===== src/rtl/cfg_io_port_pkg.sv =====
package cfg_io_port_pkg;

    localparam int HOST_DW = 8;
    localparam int HOST_AW = 3;

    typedef enum logic [1:0] {
        SRC_DATA  = 2'b00,
        SRC_ADDR  = 2'b01,
        SRC_ARRAY = 2'b10,
        SRC_CSEL  = 2'b11
    } pin_src_e;

    localparam logic [HOST_AW-1:0] OFF_DOUT    = 3'd0;
    localparam logic [HOST_AW-1:0] OFF_DIR     = 3'd1;
    localparam logic [HOST_AW-1:0] OFF_SEL_LO  = 3'd2;
    localparam logic [HOST_AW-1:0] OFF_ARRAY   = 3'd3;
    localparam logic [HOST_AW-1:0] OFF_PINS    = 3'd4;
    localparam logic [HOST_AW-1:0] OFF_SEL_HI  = 3'd5;

endpackage


===== src/rtl/port_host_regs.sv =====
module port_host_regs
    import cfg_io_port_pkg::*;
#(
    parameter int W        = 8,
    parameter bit HAS_CTRL = 1'b1
) (
    input  logic                 clk,
    input  logic                 rst_n,
    input  logic                 wr_en,
    input  logic [HOST_AW-1:0]   addr,
    input  logic [HOST_DW-1:0]   wdata,
    input  logic [2*W-1:0]       static_sel,
    output logic [W-1:0]         dout_q,
    output logic [W-1:0]         dir_q,
    output logic [2*W-1:0]       sel
);
    localparam int CW = 2 * W;

    typedef struct packed {
        logic [W-1:0]  dout;
        logic [W-1:0]  dir;
        logic [CW-1:0] ctrl;
    } regs_t;

    regs_t regs_d, regs_q;
    logic [2*HOST_DW-1:0] ctrl_wide;

    always_comb begin
        regs_d    = regs_q;
        ctrl_wide = '0;
        ctrl_wide[CW-1:0] = regs_q.ctrl;
        if (wr_en) begin
            case (addr)
                OFF_DOUT:   regs_d.dout = wdata[W-1:0];
                OFF_DIR:    regs_d.dir  = wdata[W-1:0];
                OFF_SEL_LO: ctrl_wide[HOST_DW-1:0] = wdata;
                OFF_SEL_HI: ctrl_wide[2*HOST_DW-1:HOST_DW] = wdata;
                default:    ;
            endcase
        end
        if (HAS_CTRL) begin
            regs_d.ctrl = ctrl_wide[CW-1:0];
        end else begin
            regs_d.ctrl = '0;
        end
    end

    always_ff @(posedge clk or negedge rst_n) begin
        if (!rst_n) regs_q <= '0;
        else        regs_q <= regs_d;
    end

    assign dout_q = regs_q.dout;
    assign dir_q  = regs_q.dir;

    generate
        if (HAS_CTRL) begin : g_soft_sel
            logic unused_static;
            assign unused_static = ^static_sel;
            assign sel = regs_q.ctrl;
        end else begin : g_fixed_sel
            logic unused_ctrl;
            assign unused_ctrl = ^regs_q.ctrl;
            assign sel = static_sel;
        end
    endgenerate

    AST_DOUT_LOADS: assert property (@(posedge clk) disable iff (!rst_n)
        (wr_en && addr == OFF_DOUT) |=> (dout_q == $past(wdata[W-1:0])));
    AST_IDLE_HOLDS: assert property (@(posedge clk) disable iff (!rst_n)
        !wr_en |=> ($stable(dout_q) && $stable(dir_q)));
    AST_RO_OFFSET_INERT: assert property (@(posedge clk) disable iff (!rst_n)
        (wr_en && (addr == OFF_ARRAY || addr == OFF_PINS || addr == 3'd6 || addr == 3'd7))
        |=> $stable(regs_q));

endmodule


===== src/rtl/port_addr_latch.sv =====
module port_addr_latch #(
    parameter int W = 8
) (
    input  logic         clk,
    input  logic         rst_n,
    input  logic         ale,
    input  logic [W-1:0] bus_addr,
    output logic [W-1:0] laddr_q
);
    typedef struct packed {
        logic [W-1:0] addr;
    } latch_t;

    latch_t lat_d, lat_q;

    always_comb begin
        lat_d = lat_q;
        if (ale) lat_d.addr = bus_addr;
    end

    always_ff @(posedge clk or negedge rst_n) begin
        if (!rst_n) lat_q <= '0;
        else        lat_q <= lat_d;
    end

    assign laddr_q = lat_q.addr;

    AST_ALE_CAPTURE: assert property (@(posedge clk) disable iff (!rst_n)
        ale |=> (laddr_q == $past(bus_addr)));
    AST_ALE_HOLD: assert property (@(posedge clk) disable iff (!rst_n)
        !ale |=> $stable(laddr_q));

endmodule


===== src/rtl/port_out_mux.sv =====
module port_out_mux
    import cfg_io_port_pkg::*;
#(
    parameter int W = 8
) (
    input  logic [2*W-1:0] sel,
    input  logic [W-1:0]   dout,
    input  logic [W-1:0]   laddr,
    input  logic [W-1:0]   array_out,
    input  logic [W-1:0]   chip_sel,
    input  logic [W-1:0]   dir,
    input  logic           array_oe,
    output logic [W-1:0]   pin_out,
    output logic [W-1:0]   pin_oe
);
    generate
        for (genvar i = 0; i < W; i++) begin : g_pin
            pin_src_e src;
            assign src = pin_src_e'(sel[2*i +: 2]);

            always_comb begin
                case (src)
                    SRC_DATA:  pin_out[i] = dout[i];
                    SRC_ADDR:  pin_out[i] = laddr[i];
                    SRC_ARRAY: pin_out[i] = array_out[i];
                    SRC_CSEL:  pin_out[i] = chip_sel[i];
                    default:   pin_out[i] = dout[i];
                endcase
            end

            assign pin_oe[i] = dir[i] | array_oe;
        end
    endgenerate

endmodule


===== src/rtl/port_readback.sv =====
module port_readback
    import cfg_io_port_pkg::*;
#(
    parameter int W = 8
) (
    input  logic               clk,
    input  logic               rst_n,
    input  logic               rd_en,
    input  logic [HOST_AW-1:0] addr,
    input  logic [W-1:0]       dout,
    input  logic [W-1:0]       dir,
    input  logic [2*W-1:0]     sel,
    input  logic [W-1:0]       array_out,
    input  logic [W-1:0]       pin_in,
    output logic [HOST_DW-1:0] rdata
);
    localparam int CW = 2 * W;

    typedef struct packed {
        logic [W-1:0]       sync1;
        logic [W-1:0]       sync2;
        logic [HOST_DW-1:0] rdata;
        logic [1:0]         age;
    } rb_t;

    rb_t rb_d, rb_q;
    logic [2*HOST_DW-1:0] sel_wide;

    function automatic logic [HOST_DW-1:0] widen(input logic [W-1:0] v);
        logic [HOST_DW-1:0] r;
        r = '0;
        r[W-1:0] = v;
        return r;
    endfunction

    always_comb begin
        rb_d       = rb_q;
        sel_wide   = '0;
        sel_wide[CW-1:0] = sel;
        rb_d.sync1 = pin_in;
        rb_d.sync2 = rb_q.sync1;
        rb_d.age   = (rb_q.age == 2'd3) ? rb_q.age : rb_q.age + 2'd1;
        if (rd_en) begin
            case (addr)
                OFF_DOUT:   rb_d.rdata = widen(dout);
                OFF_DIR:    rb_d.rdata = widen(dir);
                OFF_SEL_LO: rb_d.rdata = sel_wide[HOST_DW-1:0];
                OFF_ARRAY:  rb_d.rdata = widen(array_out);
                OFF_PINS:   rb_d.rdata = widen(rb_q.sync2);
                OFF_SEL_HI: rb_d.rdata = sel_wide[2*HOST_DW-1:HOST_DW];
                default:    rb_d.rdata = '0;
            endcase
        end
    end

    always_ff @(posedge clk or negedge rst_n) begin
        if (!rst_n) rb_q <= '0;
        else        rb_q <= rb_d;
    end

    assign rdata = rb_q.rdata;

    AST_RDATA_HOLD: assert property (@(posedge clk) disable iff (!rst_n)
        !rd_en |=> $stable(rdata));
    AST_UNUSED_OFFSET_ZERO: assert property (@(posedge clk) disable iff (!rst_n)
        (rd_en && (addr == 3'd6 || addr == 3'd7)) |=> (rdata == '0));
    AST_SYNC_TWO_STAGE: assert property (@(posedge clk) disable iff (!rst_n)
        (rd_en && addr == OFF_PINS && rb_q.age == 2'd3)
        |=> (rdata[W-1:0] == $past(pin_in, 3)));

endmodule


===== src/rtl/cfg_io_port.sv =====
module cfg_io_port
    import cfg_io_port_pkg::*;
#(
    parameter int W        = 8,
    parameter bit HAS_CTRL = 1'b1
) (
    input  logic               clk,
    input  logic               rst_n,
    input  logic               host_cs,
    input  logic               host_wr,
    input  logic               host_rd,
    input  logic [HOST_AW-1:0] host_addr,
    input  logic [HOST_DW-1:0] host_wdata,
    output logic [HOST_DW-1:0] host_rdata,
    input  logic               ale,
    input  logic [W-1:0]       bus_addr,
    input  logic [W-1:0]       array_out,
    input  logic [W-1:0]       chip_sel,
    input  logic               array_oe,
    input  logic [2*W-1:0]     static_sel,
    input  logic [W-1:0]       pin_in,
    output logic [W-1:0]       pin_out,
    output logic [W-1:0]       pin_oe
);
    logic           wr_en;
    logic           rd_en;
    logic [W-1:0]   dout_q;
    logic [W-1:0]   dir_q;
    logic [W-1:0]   laddr_q;
    logic [2*W-1:0] sel;

    assign wr_en = host_cs & host_wr;
    assign rd_en = host_cs & host_rd;

    port_host_regs #(.W(W), .HAS_CTRL(HAS_CTRL)) u_regs (
        .clk        (clk),
        .rst_n      (rst_n),
        .wr_en      (wr_en),
        .addr       (host_addr),
        .wdata      (host_wdata),
        .static_sel (static_sel),
        .dout_q     (dout_q),
        .dir_q      (dir_q),
        .sel        (sel)
    );

    port_addr_latch #(.W(W)) u_latch (
        .clk      (clk),
        .rst_n    (rst_n),
        .ale      (ale),
        .bus_addr (bus_addr),
        .laddr_q  (laddr_q)
    );

    port_out_mux #(.W(W)) u_mux (
        .sel       (sel),
        .dout      (dout_q),
        .laddr     (laddr_q),
        .array_out (array_out),
        .chip_sel  (chip_sel),
        .dir       (dir_q),
        .array_oe  (array_oe),
        .pin_out   (pin_out),
        .pin_oe    (pin_oe)
    );

    port_readback #(.W(W)) u_rb (
        .clk       (clk),
        .rst_n     (rst_n),
        .rd_en     (rd_en),
        .addr      (host_addr),
        .dout      (dout_q),
        .dir       (dir_q),
        .sel       (sel),
        .array_out (array_out),
        .pin_in    (pin_in),
        .rdata     (host_rdata)
    );

    AST_OE_FROM_DIR: assert property (@(posedge clk) disable iff (!rst_n)
        pin_oe == (dir_q | {W{array_oe}}));

    generate
        for (genvar i = 0; i < W; i++) begin : g_chk
            AST_ADDR_SOURCE: assert property (@(posedge clk) disable iff (!rst_n)
                (sel[2*i +: 2] == SRC_ADDR) |-> (pin_out[i] == laddr_q[i]));
            AST_CSEL_SOURCE: assert property (@(posedge clk) disable iff (!rst_n)
                (sel[2*i +: 2] == SRC_CSEL) |-> (pin_out[i] == chip_sel[i]));
        end
    endgenerate

endmodule


===== config.mk =====
export PLATFORM = sky130hd
export DESIGN_NAME = cfg_io_port
export DESIGN_NICKNAME = d
export VERILOG_FILES = /design/src/rtl/cfg_io_port_pkg.sv /design/src/rtl/port_host_regs.sv /design/src/rtl/port_addr_latch.sv /design/src/rtl/port_out_mux.sv /design/src/rtl/port_readback.sv /design/src/rtl/cfg_io_port.sv
export SDC_FILE = /design/constraint.sdc
export NUM_CORES = 1
export LEC_CHECK = 0
export BUFFER_PORTS_ARGS = -buffer_cell sky130_fd_sc_hd__buf_2
export CORE_MARGIN = 10
export CORE_UTILIZATION = 30
export DETAILED_ROUTE_END_ITERATION = 12
export SLEW_MARGIN = 20
export SYNTH_ARGS = -nofsm -noshare
export SYNTH_HDL_FRONTEND = slang
export SYNTH_SLANG_ARGS = --single-unit
export TNS_END_PERCENT = 100

===== constraint.sdc =====
create_clock -name clk -period 1.1 [get_ports clk]
set_input_delay 0.055 -clock clk [delete_from_list [all_inputs] [get_ports clk]]
set_output_delay 0.055 -clock clk [all_outputs]
set_load 0.02 [all_outputs]

==> impl_metrics.csv, run 1 <==
group,metric,value,unit
outcome,outcome,"finished with violations",
outcome,violations,"negative setup slack",
setup_path,crit_fanout,2,
routing,vias_per_cell,4.57,
die,die_h,120,µm
routing,drc_errors,0,
grt,grt_pass1_wl,14200,µm
synth,synthArstFlopShare,1.00,
clock_network,cts_buffers,9,
layout,fin_nets,422,
setup_path,arrival,1480,ps
die,ios,90,
worst_hold_path,min_path_cells,2,
clock_network,h-tree-depth,3,
die,dieWidth,120,µm
worst_hold_path,hold_start,"host_wdata[4]",
die,start_util,0.305,
synth,synthesis.area_per_instance,13.8,µm²
synth,ys_warn_count,0,
layout,area_delta_synth_final,48.8,%
clock_network,clk_latency,350,ps
pwr,vdd_drop_max,0.661,mV
timing,relSlewSlack,0.650,
pwr,power.density,1660,nW/µm²
worst_hold_path,whs_endpoint,"u_regs.dir_q[4]$_DFFE_PN0P_",
timing,fmax,653,MHz
synth,synth_compound_area_frac,0.0661,
die,die_area,14300,µm²
synth,synth_top_area_frac,0.539,
clock_network,cts.reportedPaths.clkPinSlew,80,ps
setup_path,crit_path_end_kind,"primary output",
worst_hold_path,hold_class,"in2reg",
clock_network,cts_tree,"done",
setup_path,r2r_cells,4,
synth,synth_edf_count,0,
setup_path,regToRegEndpoint,"u_rb.rdata[1]$_DFFE_PN0P_",
timing,tightest_slew,521,ps
placement,io_buffers,73,
synth,ys_seq_elements,64,
synth,synthMuxAreaShare,0.267,
synth,synth.largest_area_cell,"dfrtp_1",
die,num_rows,36,
synth,synthAdderAreaFrac,0,
placement,dp_cells,443,
clock_network,cts_buffer_depth,2,
layout,stdcell_count,494,
setup_path,worst_setup_path_start_kind,"flop",
layout,area.sequential,1600,µm²
layout,num-fill-cells,927,
grt,grt_pass1_vias,2566,
grt,antenna_found_initial,0,
setup_path,r2r_slack,-70,ps
layout,multi_input_area,1330,µm²
setup_path,cp.required,1040,ps
timing,setup-tns-final,-3760,ps
flow_run,max_cap_viol_count,0,
grt,grt_max_degree,65,
timing,rsz0062_at_grt,"true",
routing,drt-total-wl,8890,µm
synth,synth-simple-area-share,0.0825,
timing,fin_crit,1530,ps
layout,n_antenna_cell,0,
setup_path,cp_slowest_cell,"mux4_2",
routing,wire_per_inst,18.0,µm
routing,final_antenna_net_count,0,
synth,synth_ff_type,"dfrtp_1",
timing,setup_viol,20,
synth,syn_nets,282,
routing,drtPass1Iterations,4,
synth,yosys.area_share.xor_xnor,0,
synth,synth_area_leaders,"dfrtp_1, mux2_2, mux4_2",
setup_path,path_class,"reg2out",
routing,dr_total_vias,2258,
synth,netlist_instances,216,
placement,gp_routability_congestion,0.832,
timing,setup_ws,-430,ps
synth,synth_cell_types,32,
timing,skew,11.6,ps
timing,timing.hold.ws,25.1,ps
synth,synth_top_family_by_area,"multiplexers",
clock_network,clock-sinks,64,
synth,synth_most_common_cell,"dfrtp_1",
timing,finalHoldViolCount,0,
setup_path,r2r-start,"u_regs.sel[1]$_DFFE_PN0P_",
grt,grt_overflow_total,0,
timing,finalCritPeriodShare,1.39,
setup_path,critPathMaxStageDelay,550,ps
pwr,totalPowerFinal,7360,µW
layout,fin_util,0.455,
setup_path,crit_path_cell_trace,"mux4_2 -> buf_6",
synth,netlist_area,2970,µm²
clock_network,root_buffer,"clkbuf_8",
grt,groute.usage.overall,0.126,
placement,dp_hpwl,6570,µm
timing,final_max_slew_viol_count,0,
pwr,static-leakage-power,0.00201,µW
synth,yosys-top-cells-count,"dfrtp_1, mux2_2, mux2i_1",
layout,layout-drive-gt1-share,0.579,
die,coreArea,9730,µm²
routing,first_iter_violations,84,
synth,ys_seq_area_frac,0.539,
[how the worst max path moves through the flow]
stage | startpoint | to | slack, ps | cells after the start
after floorplan | host_addr[0] | u_regs.sel[0]$_DFFE_PN0P_ | -60 | 3
after global routing | u_regs.sel[14]$_DFFE_PN0P_ | pin_out[7] | -460 | 2
after global placement | host_addr[0] | u_regs.sel[11]$_DFFE_PN0P_ | -140 | 5
after detailed placement | host_addr[0] | u_regs.sel[12]$_DFFE_PN0P_ | -220 | 5
final | u_regs.sel[14]$_DFFE_PN0P_ | pin_out[7] | -430 | 2
after CTS | u_regs.sel[14]$_DFFE_PN0P_ | pin_out[7] | -440 | 2
[registers in the layout (all words and copies together) (netlist names)]
register,flops
u_regs.sel,16
u_rb.rb_q,8
u_latch.laddr_q,8
u_regs.dir_q,8
u_regs.dout_q,8
u_rb.rb_d,8
u_rb.rdata,8
[through the flow]
step | area, µm² | setup slack, ps
finish | 4420 | -430
global route | 4420 | -463
CTS | 4350 | -438
detailed placement | 3690 | -224
global placement | 3690 | -145
floorplan | 2990 | -60.9
[metal layers]
layer | track usage | share of wire | vias up
met5 | 0 | 0 | -
met4 | 0.0332 | 0.011 | 0
met3 | 0.0422 | 0.043 | 10
met2 | 0.218 | 0.51 | 51
met1 | 0.147 | 0.43 | 1129
li1 | - | - | 1068
[cell usage in the layout (no fill, tap or decap), types with 2 or more instances in the layout]
| cell | synthesis | layout |
|---|---|---|
| mux2i_1 | 15 | 15 |
| nor2_1 | 13 | 13 |
| clkinv_4 | 0 | 2 |
| mux4_2 | 8 | 8 |
| a211oi_1 | 8 | 3 |
| nand2_1 | 2 | 2 |
| inv_1 | 2 | 2 |
| mux2_4 | 0 | 2 |
| nand2b_1 | 2 | 2 |
| or2_4 | 0 | 8 |
| buf_4 | 10 | 44 |
| buf_2 | 3 | 57 |
| dlygate4sd3_1 | 0 | 24 |
| a211oi_2 | 0 | 5 |
| nand3b_1 | 2 | 2 |
| nor3_4 | 2 | 2 |
| dfrtp_1 | 64 | 64 |
| a31oi_1 | 5 | 5 |
| mux2_2 | 40 | 38 |
| o211ai_1 | 2 | 2 |
| a21oi_1 | 9 | 6 |
| a21oi_4 | 0 | 3 |
| nand3_1 | 2 | 2 |
| o22a_1 | 2 | 2 |
| buf_6 | 2 | 22 |
| clkbuf_8 | 0 | 9 |
[power by group]
group	leakage [µW]	switching [µW]	internal (µW)
Clock	0.0000968	983	1060
Combinational	0.00115	955	1350
Sequential	0.000765	282	2730
Total	0.00201	2220	5140
[what timing repair did]
action,4_1_cts,5_1_grt
setup buffers,11,3
resized for setup,44,15
hold endpoints to repair,100,0
pin swaps,12,17
cloned,0,0
hold buffers,24,0
setup endpoints to repair,19,24
[worst max-delay path: cells and delay by family, from the launching register on]
kind                   cells  cell delay (ps)
buffers and inverters      1              150
DFF                        1              420
muxes                      1              550
[kinds of logic (layout without fill, tap and decap cells)]
| logic type | count (synthesis) | in the layout |
|---|---|---|
| AO/OA/AOI/OAI | 30 | 30 |
| buffers and inverters | 21 | 166 |
| flip-flops | 64 | 64 |
| multiplexers | 64 | 64 |
| AND/OR/NAND/NOR | 37 | 37 |
[final cells by class]
class,instances,area share
Clock buffer,10,0.0289
Tap cell,133,0.0376
Inverter,2,0.00170
Sequential cell,64,0.362
Clock inverter,6,0.0156
Timing Repair Buffer,148,0.254
Multi-Input combinational cell,131,0.300
Note: power is estimated with default switching activity, not from simulation.
==> run 2: changes to the inputs <==
--- a/config.mk
+++ b/config.mk
@@ -9,6 +9,7 @@
 export CORE_MARGIN = 10
 export CORE_UTILIZATION = 30
 export DETAILED_ROUTE_END_ITERATION = 12
+export HOLD_SLACK_MARGIN = 0.06
 export SLEW_MARGIN = 20
 export SYNTH_ARGS = -nofsm -noshare
 export SYNTH_HDL_FRONTEND = slang
==> impl_metrics.csv, run 2 (synthesis gave the netlist of run 1 again) <==
group,metric,value,unit
clock_network,clk_latency,350,ps
die,dieWidth,120,µm
die,die_h,120,µm
timing,skew,11.6,ps
setup_path,cp.required,1040,ps
timing,finalCritPeriodShare,1.39,
outcome,violations,"negative setup slack",
setup_path,worst_setup_path_start_kind,"flop",
clock_network,cts.reportedPaths.clkPinSlew,80,ps
layout,fin_nets,423,
die,die_area,14300,µm²
clock_network,cts_buffers,9,
pwr,vdd_drop_max,0.661,mV
timing,setup_viol,20,
pwr,clkPwrFrac,0.277,
layout,final_area,4430,µm²
clock_network,cts_buffer_depth,2,
pwr,totalPowerFinal,7360,µW
layout,num-fill-cells,926,
pwr,static-leakage-power,0.00202,µW
flow_run,max_cap_viol_count,0,
clock_network,cts_tree,"done",
grt,grt_overflow_total,0,
layout,area_delta_synth_final,49.2,%
timing,rsz0062_at_grt,"true",
clock_network,h-tree-depth,3,
layout,final_common_cell,"dfrtp_1",
layout,final_cell_mix,"dfrtp_1, buf_2, buf_4",
pwr,seq_power_share,0.409,
routing,final_antenna_net_count,0,
routing,first_iter_violations,82,
setup_path,crit_path_end_kind,"primary output",
timing,setup_ws,-430,ps
die,ios,90,
pwr,power.density,1660,nW/µm²
routing,vias_per_cell,4.57,
layout,layout-drive-gt1-share,0.577,
grt,grt_max_degree,65,
pwr,p_int,5140,µW
layout,multi_input_area,1330,µm²
placement,dp_hpwl,6570,µm
layout,fin_util,0.456,
routing,drtPass1Iterations,4,
placement,place_ws,-224,ps
placement,placed_area,3690,µm²
grt,groute.usage.overall,0.127,
die,start_util,0.305,
timing,fmax,654,MHz
setup_path,path_class,"reg2out",
grt,grt_pass1_wl,14200,µm
timing,relSlewSlack,0.650,
timing,timing.hold.ws,111,ps
routing,drc_errors,0,
die,num_rows,36,
setup_path,crit_fanout,2,
clock_network,root_buffer,"clkbuf_8",
timing,final_max_slew_viol_count,0,
pwr,combPwrFrac,0.314,
placement,io_buffers,73,
worst_hold_path,hold_class,"in2reg",
layout,n_antenna_cell,0,
timing,tightest_slew,521,ps
clock_network,clock-sinks,64,
outcome,outcome,"finished with violations",
pwr,swShare,0.302,
die,coreArea,9730,µm²
pwr,p_switching,2220,µW
grt,antenna_found_initial,0,
layout,area.sequential,1600,µm²
placement,gp_routability_congestion,0.832,
timing,fin_crit,1530,ps
timing,finalHoldViolCount,0,
layout,largest_register_ffs,16,
routing,dr_total_vias,2264,
routing,drt-total-wl,8900,µm
routing,wire_per_inst,18.0,µm
setup_path,arrival,1470,ps
grt,grt_pass1_vias,2572,
run 2: path summary, 6_finish.rpt:
kind	from	end	slack [ps]	depth (start not counted)
worst max-delay path	u_regs.sel[14]$_DFFE_PN0P_	pin_out[7]	-430	2
worst min-delay path	array_out[4]	u_rb.rdata[4]$_DFFE_PN0P_	110	3
worst max register to register	u_regs.sel[1]$_DFFE_PN0P_	u_rb.rdata[1]$_DFFE_PN0P_	-70	4
worst min register to register	u_rb.rb_d[17]$_DFF_PN0_	u_rb.rb_q[17]$_DFF_PN0_	350	0
max in group asynchronous	rst_n	u_latch.laddr_q[3]$_DFFE_PN0P_	560	3
min in group asynchronous	rst_n	u_rb.rb_d[15]$_DFF_PN0_	240	3
run 2: repair_timing:
item | in CTS | in global routing
pin swaps | 12 | 17
setup buffers | 11 | 3
resized for setup | 44 | 15
endpoints found under the hold margin | 112 | 0
hold buffers | 25 | 0
endpoints found under the setup margin | 19 | 24
run 2: critical path: stages (launching register included):
cell     delay, ps
dfrtp_1        420
mux4_2         550
buf_6          150
run 2: per-layer routing:
layer	vias to the layer above	GRT usage	wire [µm]
met5	-	0	0
met3	9	0.0422	382
li1	1069	-	-
met4	0	0.0332	88
met1	1133	0.147	3840
met2	53	0.219	4590
run 2: area by class of cell:
type	count	share of cell area
inverters	2	0.00169
flip-flops and latches	64	0.361
repair buffers	149	0.256
multi-input cells	131	0.299
well taps	133	0.0375
clock inverters	6	0.0155
clock buffers	10	0.0288
run 2: per-stage QoR:
stage                     std cells  setup TNS (ps)
final                           495           -3760
after global routing            495           -4760
after CTS                       495           -4030
after detailed placement        443           -6450
after global placement          443           -4660
after floorplan                 216            -744
run 2: power groups by stage:
stage               Combinational [µW]  Clock (µW)  Sequential [µW]
CTS                               2260        2090             3010
floorplan                         1120           0             2970
global route                      2470        2200             3060
detailed placement                1780           0             3070
finish                            2310        2040             3010
global placement                  1740           0             3060
==> run 3: changes to the inputs <==
--- a/config.mk
+++ b/config.mk
@@ -8,8 +8,10 @@
 export BUFFER_PORTS_ARGS = -buffer_cell sky130_fd_sc_hd__buf_2
 export CORE_MARGIN = 10
 export CORE_UTILIZATION = 30
+export CTS_BUF_LIST = sky130_fd_sc_hd__clkbuf_8
 export DETAILED_ROUTE_END_ITERATION = 12
 export HOLD_SLACK_MARGIN = 0.06
+export PLACE_DENSITY_LB_ADDON = 0.05
 export SLEW_MARGIN = 20
 export SYNTH_ARGS = -nofsm -noshare
 export SYNTH_HDL_FRONTEND = slang
==> impl_metrics.csv, run 3 (synthesis gave the netlist of run 1 again) <==
group,metric,value,unit
layout,area_delta_synth_final,51.5,%
routing,dr_total_vias,2317,
clock_network,cts_buffer_depth,2,
outcome,violations,"negative setup slack",
die,ios,90,
layout,final_common_cell,"dfrtp_1",
setup_path,crit_fanout,2,
pwr,vdd_drop_max,0.648,mV
clock_network,cts.reportedPaths.clkPinSlew,70,ps
timing,final_max_slew_viol_count,0,
grt,grt_pass1_wl,14600,µm
setup_path,cp.required,1040,ps
grt,grt_overflow_total,0,
clock_network,clock-sinks,64,
die,start_util,0.305,
setup_path,crit_buf_inv,1,
clock_network,clk_latency,340,ps
die,num_rows,36,
timing,rsz0062_at_grt,"true",
placement,dp_hpwl,6710,µm
clock_network,h-tree-depth,3,
grt,antenna_found_initial,0,
routing,drtPass1Iterations,4,
timing,finalCritPeriodShare,1.36,
setup_path,path_class,"reg2out",
die,die_h,120,µm
setup_path,critPathMaxStageDelay,530,ps
grt,grt_pass1_vias,2602,
flow_run,max_cap_viol_count,0,
clock_network,root_buffer,"clkbuf_8",
pwr,power.density,1690,nW/µm²
setup_path,arrival,1440,ps
pwr,static-leakage-power,0.00206,µW
layout,n_antenna_cell,0,
die,dieWidth,120,µm
outcome,outcome,"finished with violations",
layout,multi_input_area,1320,µm²
placement,place_ws,-216,ps
grt,groute.usage.overall,0.131,
timing,skew,3.24,ps
layout,layout-drive-gt1-share,0.587,
timing,fmax,669,MHz
setup_path,crit_path_end_kind,"primary output",
grt,grt_max_degree,65,
routing,wire_per_inst,18.1,µm
placement,io_buffers,73,
setup_path,crit_path_cell_trace,"mux4_2 -> buf_6",
timing,setup_viol,21,
timing,relSlewSlack,0.761,
layout,final_cell_mix,"dfrtp_1, buf_2, buf_4",
layout,final_area,4500,µm²
timing,finalHoldViolCount,0,
routing,first_iter_violations,98,
layout,fin_nets,429,
timing,fin_crit,1500,ps
clock_network,cts_tree,"done",
worst_hold_path,hold_class,"in2reg",
routing,drc_errors,0,
routing,drt-total-wl,9090,µm
placement,placed_area,3740,µm²
setup_path,worst_setup_path_start_kind,"flop",
die,die_area,14300,µm²
layout,largest_register_ffs,16,
routing,vias_per_cell,4.62,
layout,area.sequential,1600,µm²
timing,setup_ws,-396,ps
timing,tightest_slew,358,ps
routing,final_antenna_net_count,0,
setup_path,cp_slowest_cell,"mux4_2",
die,coreArea,9730,µm²
setup_path,crit_family,"multiplexers",
clock_network,cts_buffers,9,
placement,gp_routability_congestion,0.741,
layout,num-fill-cells,944,
-- run 3: cell count changes in the layout (fill, tap and decap cells not counted), sizes merged --
cell / change
bufinv: +1
inv: -1
buf: +6
-- run 3: timing repair --
action,in CTS,in global routing
pin swaps,15,13
hold endpoints to repair,112,0
hold buffers,25,0
setup endpoints to repair,20,24
setup buffers,11,2
gates resized for setup,45,11
-- run 3: final cells by class --
cell class | count | share of cell area
Multi-Input combinational cell | 131 | 0.293
Tap cell | 133 | 0.0370
Clock buffer | 10 | 0.0306
Inverter | 2 | 0.00167
Timing Repair Buffer | 155 | 0.264
Clock inverter | 6 | 0.0183
Sequential cell | 64 | 0.356
-- run 3: worst paths after layout --
kind                                                  from                   endpoint  slack (ps)  depth (start not counted)
worst min-delay path                          array_out[5]  u_rb.rdata[5]$_DFFE_PN0P_          40                          3
worst min register to register     u_rb.rb_d[16]$_DFF_PN0_    u_rb.rb_q[16]$_DFF_PN0_         350                          0
max in group asynchronous                            rst_n    u_rb.rb_d[16]$_DFF_PN0_         560                          3
worst max-delay path            u_regs.sel[12]$_DFFE_PN0P_                 pin_out[6]        -400                          2
min in group asynchronous                            rst_n    u_rb.rb_d[11]$_DFF_PN0_         260                          3
worst max register to register   u_regs.sel[2]$_DFFE_PN0P_  u_rb.rdata[2]$_DFFE_PN0P_        -110                          4
-- run 3: metal layers --
layer  routed length (µm)  share of wire  track usage
met1                 4460           0.49        0.181
met2                 4060           0.45        0.193
met3                  445          0.049       0.0314
met4                  122          0.013       0.0513
met5                    0              0            0
-- run 3: power breakdown --
group | internal [µW] | total [µW] | switching (µW)
Sequential | 2730 | 3000 | 272
Combinational | 1380 | 2330 | 949
Clock | 1330 | 2280 | 955
-- run 3: worst register-to-register path, cell delays in order (launching register included) --
cell     delay (ps)
dfrtp_1         420
buf_4           160
mux2_2          250
a32oi_1         160
a31oi_1         100
-- run 3: stage by stage --
step           cells  TNS, ps   util  total power, µW  hold slack (ps)
2_1_floorplan    216     -744      -             4090             -241
3_3_place_gp     448    -5790  0.385             4850              107
3_5_place_dp     448    -6460  0.385             4870              103
4_1_cts          499    -3950  0.456             7640             63.4
5_1_grt          501    -4760  0.463             8040             76.9
6_report         501    -3660  0.463             7610             42.1
